File: config.mk
export PLATFORM = sky130hd
export DESIGN_NAME = cd_backoff_ctrl
export DESIGN_NICKNAME = d
export VERILOG_FILES = /design/src/rtl/cdb_pkg.sv /design/src/rtl/cdb_lfsr.sv /design/src/rtl/cdb_coll_reg.sv /design/src/rtl/cdb_slot_timer.sv /design/src/rtl/cd_backoff_ctrl.sv
export SDC_FILE = /design/constraint.sdc
export NUM_CORES = 1
export LEC_CHECK = 0
export ABC_CLOCK_PERIOD_IN_PS = 3700
export CAP_MARGIN = 20
export CORE_MARGIN = 2
export CORE_UTILIZATION = 54
export CTS_CLUSTER_SIZE = 40
export DETAILED_ROUTE_END_ITERATION = 6
export DONT_BUFFER_PORTS = 1
export MAX_ROUTING_LAYER = met4
export PLACE_DENSITY = 0.69
export SLEW_MARGIN = 20
export SYNTH_ARGS = -nofsm -noshare
export SYNTH_HDL_FRONTEND = slang
export SYNTH_HIERARCHICAL = 1
export SYNTH_SLANG_ARGS = --single-unit
File: constraint.sdc
create_clock -name clk -period 3.7 [get_ports clk]
set_input_delay 0.37 -clock clk [delete_from_list [all_inputs] [get_ports clk]]
set_output_delay 0.37 -clock clk [all_outputs]
set_load 0.03 [all_outputs]
File: src/rtl/cdb_pkg.sv
package cdb_pkg;
    typedef enum logic [2:0] {
        ST_IDLE,
        ST_SEND,
        ST_HOLD,
        ST_JAM,
        ST_BACKOFF,
        ST_DEFER,
        ST_ABORT
    } cdb_state_e;
endpackage

File: src/rtl/cdb_lfsr.sv
module cdb_lfsr #(
    parameter int          W    = 8,
    parameter logic [W-1:0] TAPS = 8'hB8
) (
    input  logic         clk,
    input  logic         rst_n,
    output logic [W-1:0] q
);
    // Galois form, shifting right, free-running from a nonzero seed
    always_ff @(posedge clk or negedge rst_n) begin
        if (!rst_n)
            q <= W'(1);
        else
            q <= {1'b0, q[W-1:1]} ^ (q[0] ? TAPS : '0);
    end
endmodule

File: src/rtl/cdb_coll_reg.sv
module cdb_coll_reg #(
    parameter int CW = 8,
    parameter int SW = 6,
    parameter int TW = 4
) (
    input  logic          clk,
    input  logic          rst_n,
    input  logic          hit,
    input  logic          clear,
    input  logic          det_mode,
    input  logic [SW-1:0] max_slot,
    output logic [CW-1:0] cnt,
    output logic [TW-1:0] tries
);
    always_ff @(posedge clk or negedge rst_n) begin
        if (!rst_n) begin
            cnt   <= '0;
            tries <= '0;
        end else if (clear) begin
            cnt   <= '0;
            tries <= '0;
        end else if (hit) begin
            tries <= tries + 1'b1;
            if (det_mode)
                cnt <= CW'(max_slot);
            else
                cnt <= {cnt[CW-2:0], 1'b1};
        end
    end
endmodule

File: src/rtl/cdb_slot_timer.sv
module cdb_slot_timer #(
    parameter int CW       = 8,
    parameter int SLOT_CYC = 4
) (
    input  logic          clk,
    input  logic          rst_n,
    input  logic          load,
    input  logic [CW-1:0] preload,
    input  logic          run,
    output logic [CW-1:0] cnt,
    output logic          last
);
    localparam int PW = (SLOT_CYC > 1) ? $clog2(SLOT_CYC) : 1;
    localparam logic [PW-1:0] PRE_END = PW'(SLOT_CYC - 1);

    logic [PW-1:0] pre;
    logic          slot_end;

    assign slot_end = run && (pre == PRE_END);
    assign last     = slot_end && (cnt == CW'(1));

    always_ff @(posedge clk or negedge rst_n) begin
        if (!rst_n) begin
            cnt <= '0;
            pre <= '0;
        end else if (load) begin
            cnt <= preload;
            pre <= '0;
        end else if (slot_end) begin
            cnt <= cnt - 1'b1;
            pre <= '0;
        end else if (run) begin
            pre <= pre + 1'b1;
        end
    end
endmodule

File: src/rtl/cd_backoff_ctrl.sv
module cd_backoff_ctrl
    import cdb_pkg::*;
#(
    parameter int CW       = 8,
    parameter int SW       = 6,
    parameter int SLOT_CYC = 4,
    parameter int JAM_LEN  = 4,
    parameter int IFS_CYC  = 6,
    parameter int MAX_TRY  = 8
) (
    input  logic          clk,
    input  logic          rst_n,
    input  logic          cfg_det_mode,
    input  logic          cfg_jam_type,
    input  logic [SW-1:0] cfg_my_slot,
    input  logic [SW-1:0] cfg_max_slot,
    input  logic          tx_start,
    input  logic          in_pre,
    input  logic          in_data,
    input  logic          coll,
    input  logic          tx_done,
    input  logic          line_idle,
    output logic          jam_req,
    output logic          jam_bit,
    output logic          bko_active,
    output logic          retry_en,
    output logic          abort_pulse,
    output logic [CW-1:0] coll_cnt,
    output logic [CW-1:0] bko_cnt
);
    localparam int TW = $clog2(MAX_TRY + 1);
    localparam int JW = (JAM_LEN > 1) ? $clog2(JAM_LEN) : 1;
    localparam int IW = (IFS_CYC > 1) ? $clog2(IFS_CYC) : 1;
    localparam logic [JW-1:0] JAM_END = JW'(JAM_LEN - 1);
    localparam logic [IW-1:0] IFS_END = IW'(IFS_CYC - 1);
    localparam logic [TW-1:0] TRY_LIM = TW'(MAX_TRY);

    cdb_state_e    state, nxt;
    logic [JW-1:0] jc;
    logic [IW-1:0] ic;
    logic [TW-1:0] tries;
    logic [CW-1:0] rnd;
    logic [CW-1:0] preload;
    logic [SW:0]   slot_gap;
    logic          hit, clear, jam_end, bko_last;

    // ---------------- shared datapath ----------------
    assign hit     = (state == ST_SEND) && coll && (in_pre || in_data);
    assign clear   = ((state == ST_SEND) && tx_done && !hit) || (state == ST_ABORT);
    assign jam_end = (state == ST_JAM) && (jc == JAM_END);

    assign slot_gap = {1'b0, cfg_max_slot} - {1'b0, cfg_my_slot};

    always_comb begin
        if (cfg_det_mode)
            preload = slot_gap[SW] ? '0 : CW'(slot_gap[SW-1:0]);
        else
            preload = rnd & coll_cnt;
    end

    cdb_lfsr #(.W(CW)) u_lfsr (
        .clk   (clk),
        .rst_n (rst_n),
        .q     (rnd)
    );

    cdb_coll_reg #(.CW(CW), .SW(SW), .TW(TW)) u_coll (
        .clk      (clk),
        .rst_n    (rst_n),
        .hit      (hit),
        .clear    (clear),
        .det_mode (cfg_det_mode),
        .max_slot (cfg_max_slot),
        .cnt      (coll_cnt),
        .tries    (tries)
    );

    cdb_slot_timer #(.CW(CW), .SLOT_CYC(SLOT_CYC)) u_slot (
        .clk     (clk),
        .rst_n   (rst_n),
        .load    (jam_end),
        .preload (preload),
        .run     (state == ST_BACKOFF),
        .cnt     (bko_cnt),
        .last    (bko_last)
    );

    // ---------------- state register ----------------
    always_ff @(posedge clk or negedge rst_n) begin
        if (!rst_n)
            state <= ST_IDLE;
        else
            state <= nxt;
    end

    // ---------------- next state ----------------
    always_comb begin
        nxt = state;
        unique case (state)
            ST_IDLE:    if (tx_start) nxt = ST_SEND;
            ST_SEND: begin
                if (coll && in_pre)       nxt = ST_HOLD;
                else if (coll && in_data) nxt = ST_JAM;
                else if (tx_done)         nxt = ST_IDLE;
            end
            ST_HOLD:    if (!in_pre) nxt = ST_JAM;
            ST_JAM: begin
                if (jam_end) begin
                    if (tries == TRY_LIM)   nxt = ST_ABORT;
                    else if (preload == '0) nxt = ST_DEFER;
                    else                    nxt = ST_BACKOFF;
                end
            end
            ST_BACKOFF: if (bko_last) nxt = ST_DEFER;
            ST_DEFER:   if (line_idle && (ic == IFS_END)) nxt = ST_IDLE;
            ST_ABORT:   nxt = ST_IDLE;
            default:    nxt = ST_IDLE;
        endcase
    end

    // ---------------- phase counters ----------------
    always_ff @(posedge clk or negedge rst_n) begin
        if (!rst_n) begin
            jc <= '0;
            ic <= '0;
        end else begin
            jc <= (state == ST_JAM && !jam_end) ? jc + 1'b1 : '0;
            if (state != ST_DEFER || !line_idle || ic == IFS_END)
                ic <= '0;
            else
                ic <= ic + 1'b1;
        end
    end

    // ---------------- outputs ----------------
    always_comb begin
        jam_req     = 1'b0;
        jam_bit     = 1'b0;
        bko_active  = 1'b0;
        retry_en    = 1'b0;
        abort_pulse = 1'b0;
        unique case (state)
            ST_IDLE:    retry_en = 1'b1;
            ST_JAM: begin
                jam_req = 1'b1;
                jam_bit = !cfg_jam_type && !jc[0];
            end
            ST_BACKOFF: bko_active = 1'b1;
            ST_ABORT:   abort_pulse = 1'b1;
            default: ;
        endcase
    end
endmodule

==> results.yml <==
timing:
  hold_violations: 0
  tightest_slew_ps: 928
  holdWs_ps: 170
  max_freq_ghz: 0.413
  fin_setup_tns_ps: 0
  finClkSkew_ps: 10.5
  fin_crit_sh_pct: 65.5
  slew_headroom_pct: 37.6
  finalMaxSlewViolations: 0
  min_period_ps: 2420
  finalSetupViolCount: 0
  rsz0062_at_grt: "no"
global_routing:
  grt_pass1_vias: 1825
  grt_pass1_wl_mm: 8.85
  antenna_found_initial: 0
  overflow: 0
  grt_util_all_layers_pct: 23.8
  grt_max_degree: 39
layout:
  drive_gt1_share_pct: 11.9
  final_nets: 288
  fillers: 405
  fin_util_pct: 59.6
  fin_area_sq_um: 2560
  n_antenna_cell: 0
  areaGrowthSynthToFinish_pct: 8.19
synthesis:
  synth_nets: 287
  yosysTopAreaCellShare_pct: 39.1
  synth_area_sq_um: 2370
  synth-edff-count: 0
  ys_top_cells_by_count: "dfrtp_1 (37), nor2_1 (30), nand2_1 (23)"
  yosysSeqAreaShare_pct: 40.2
  synth.distinct_cells: 57
  yosysWarnings: 6
  synthCells: 251
  synth.area.top_cells: "dfrtp_1 (39%), ha_1 (6.9%), nor2_1 (4.8%)"
  synth-main-ff-cell: "dfrtp_1"
  synth-async-reset-ratio_pct: 100
  ys_ff_latch: 38
  synth_most_common_cell: "dfrtp_1"
  yosysTopAreaCell: "dfrtp_1"
  synth_area_per_cell_sq_um: 9.43
worst_setup_path:
  crit_start: "state[2]"
  crit_fanout: 13
  regToRegEndpoint: "state[0]"
  r2r.worst_path.cells: 9
  cp_slowest_cell: "dfrtp_1"
  slowest_delay_ps: 560
  crit_type: "reg2reg"
  cp-end-kind: "register"
  crit_path_end: "state[0]"
  rr_startpoint: "state[2]"
  crit_path_start_kind: "register"
  path_cells: "nor3b_2, buf_4, nand3b_1, nor4b_1, nand3b_1, a21oi_1, o21ai_0, a311oi_1, a31o_1"
  rrSetupSlack_ps: 1280
  arrival_ps: 2670
  required_ps: 3950
  path_common_cell: "nand3b_1"
power:
  power_density_nw_per_um2: 690
  intPower_mw: 1.03
  p_comb_share_pct: 26.6
  seq_power_share_pct: 48.9
  power.share.switching_pct: 41.8
  leakage_nw: 1.13
  power_mw: 1.77
  max-vdd-ir-drop_mv: 0.363
  p_clk_share_pct: 24.5
  power_switching_mw: 0.739
cts:
  insertion_delay_ps: 310
  clk_pin_slew_ps: 80
  htreeDepth: 2
  ctsRootBufferMaster: "clkbuf_8"
  cts_tree: "done"
  post_cts_resized: 0
  postCtsSetupBuffers: 0
  numCtsBuffers: 5
  ctsHoldBuffers: 2
  cts.sinks: 38
  clockBufferDepth: 2
drt:
  drt_iter0_drc: 124
  topRoutingLayerUsed: "met4"
  dr_wl_met2_mm: 2.29
  via_count: 1841
  drtAntennaViolNets: 0
  dr.pass1.iters: 4
  vias_per_cell: 6.04
  route.detailed.drc: 0
  wl_met1_mm: 2.45
  dr_wl_met3_um: 226
  routedWlPerCell_um: 16.7
  wirelength_mm: 5.11
floorplanning:
  ios: 43
  start_util_pct: 55.1
  die_h_um: 70.2
  rows: 24
  placeableCoreArea_sq_um: 4290
  die_area_sq_um: 4930
  die_x_um: 70.2
worst_hold_path:
  hold_class: "in2reg"
  hold_depth: 1
placed_design:
  port_buffers: 0
  hpwl_mm: 3.68
  place_area_sq_um: 2390
  globalplace.congestion: 0.867
job:
  maxCapViolations: 0
outcome:
  status: "completed"
area by class of cell:
class / instances / area [sq um] / area share [%]
Multi-Input combinational cell: 189 / 1310 / 51.1
Sequential cell: 38 / 952 / 37.2
Clock buffer: 5 / 68.8 / 2.69
Clock inverter: 3 / 68.8 / 2.69
Tap cell: 52 / 65.1 / 2.54
Inverter: 14 / 52.6 / 2.05
Timing Repair Buffer: 4 / 45.0 / 1.76
critical path: cells and delay by family (launching register included):
family          cells  cell delay (ps)
compound gates      4              700
flops               1              560
simple gates        4              870
buf+inv             1              240
power by group through the flow:
| stage | clock network [mW] | registers (mW) | logic, mW |
|---|---|---|---|
| after floorplan | 0 | 0.807 | 0.432 |
| after global placement | 0 | 0.868 | 0.448 |
| after detailed placement | 0 | 0.874 | 0.461 |
| after CTS | 0.440 | 0.866 | 0.474 |
| after global routing | 0.460 | 0.893 | 0.538 |
| final | 0.433 | 0.864 | 0.471 |
state kept, by name, summed over array words and instances, names as in the netlist:
register      count
u_coll/tries      4
state             3
u_slot/pre        2
u_slot/cnt        8
u_lfsr/q          8
u_coll/cnt        8
jc                2
ic                3
logic make-up after synthesis:
family	share of synthesized area (%)
flops	40.2
simple gates	23.0
fa+ha+maj	7.72
buf+inv	4.97
compound gates	16.9
xor+xnor	3.33
mux	3.91
per-stage QoR:
stage               std cells  worst slack, ps
floorplan                 251              790
global placement          295             1250
detailed placement        295             1240
CTS                       305             1270
global route              305             1070
finish                    305             1280
worst min path at each step:
stage / from / to
global route: cfg_det_mode / u_coll/cnt[0]
CTS: cfg_det_mode / u_coll/cnt[0]
detailed placement: rst_n / ic[2]
finish: cfg_det_mode / u_coll/cnt[0]
floorplan: rst_n / ic[0]
global placement: rst_n / ic[2]
metal layers:
metal	vias up	global-route usage, %
li1	904	-
met1	879	32.4
met2	48	34.4
met3	10	4.18
met4	0	11.5
met5	-	-
layout by cell type (no fill, tap or decap), types with 2 or more instances in the layout:
| cell type | synthesis | final |
|---|---|---|
| o211ai_1 | 6 | 6 |
| or2_2 | 2 | 2 |
| a21o_1 | 5 | 5 |
| inv_1 | 14 | 14 |
| nand2b_1 | 4 | 4 |
| xnor2_1 | 5 | 5 |
| nand3b_1 | 6 | 6 |
| o221ai_1 | 2 | 2 |
| clkbuf_8 | 0 | 5 |
| or4_2 | 3 | 3 |
| mux2i_1 | 7 | 7 |
| or4_1 | 4 | 4 |
| nor4b_1 | 3 | 2 |
| o21a_1 | 2 | 2 |
| and3_1 | 2 | 2 |
| nor2b_1 | 2 | 2 |
| a31oi_1 | 2 | 2 |
| buf_4 | 2 | 2 |
| ha_1 | 13 | 13 |
| nor3_1 | 4 | 4 |
| mux2_2 | 2 | 2 |
| o22ai_1 | 4 | 4 |
| nor2_1 | 30 | 30 |
| xor2_1 | 4 | 4 |
| bufinv_16 | 0 | 2 |
| o21ai_1 | 2 | 2 |
| a31o_2 | 2 | 2 |
| nand2_1 | 23 | 23 |
| a21oi_1 | 7 | 7 |
| a311oi_1 | 3 | 3 |
| a211oi_1 | 7 | 7 |
| nand3_1 | 6 | 6 |
| o21ai_0 | 5 | 5 |
| dfrtp_1 | 37 | 37 |
Note: power is estimated with default switching activity, not from simulation.
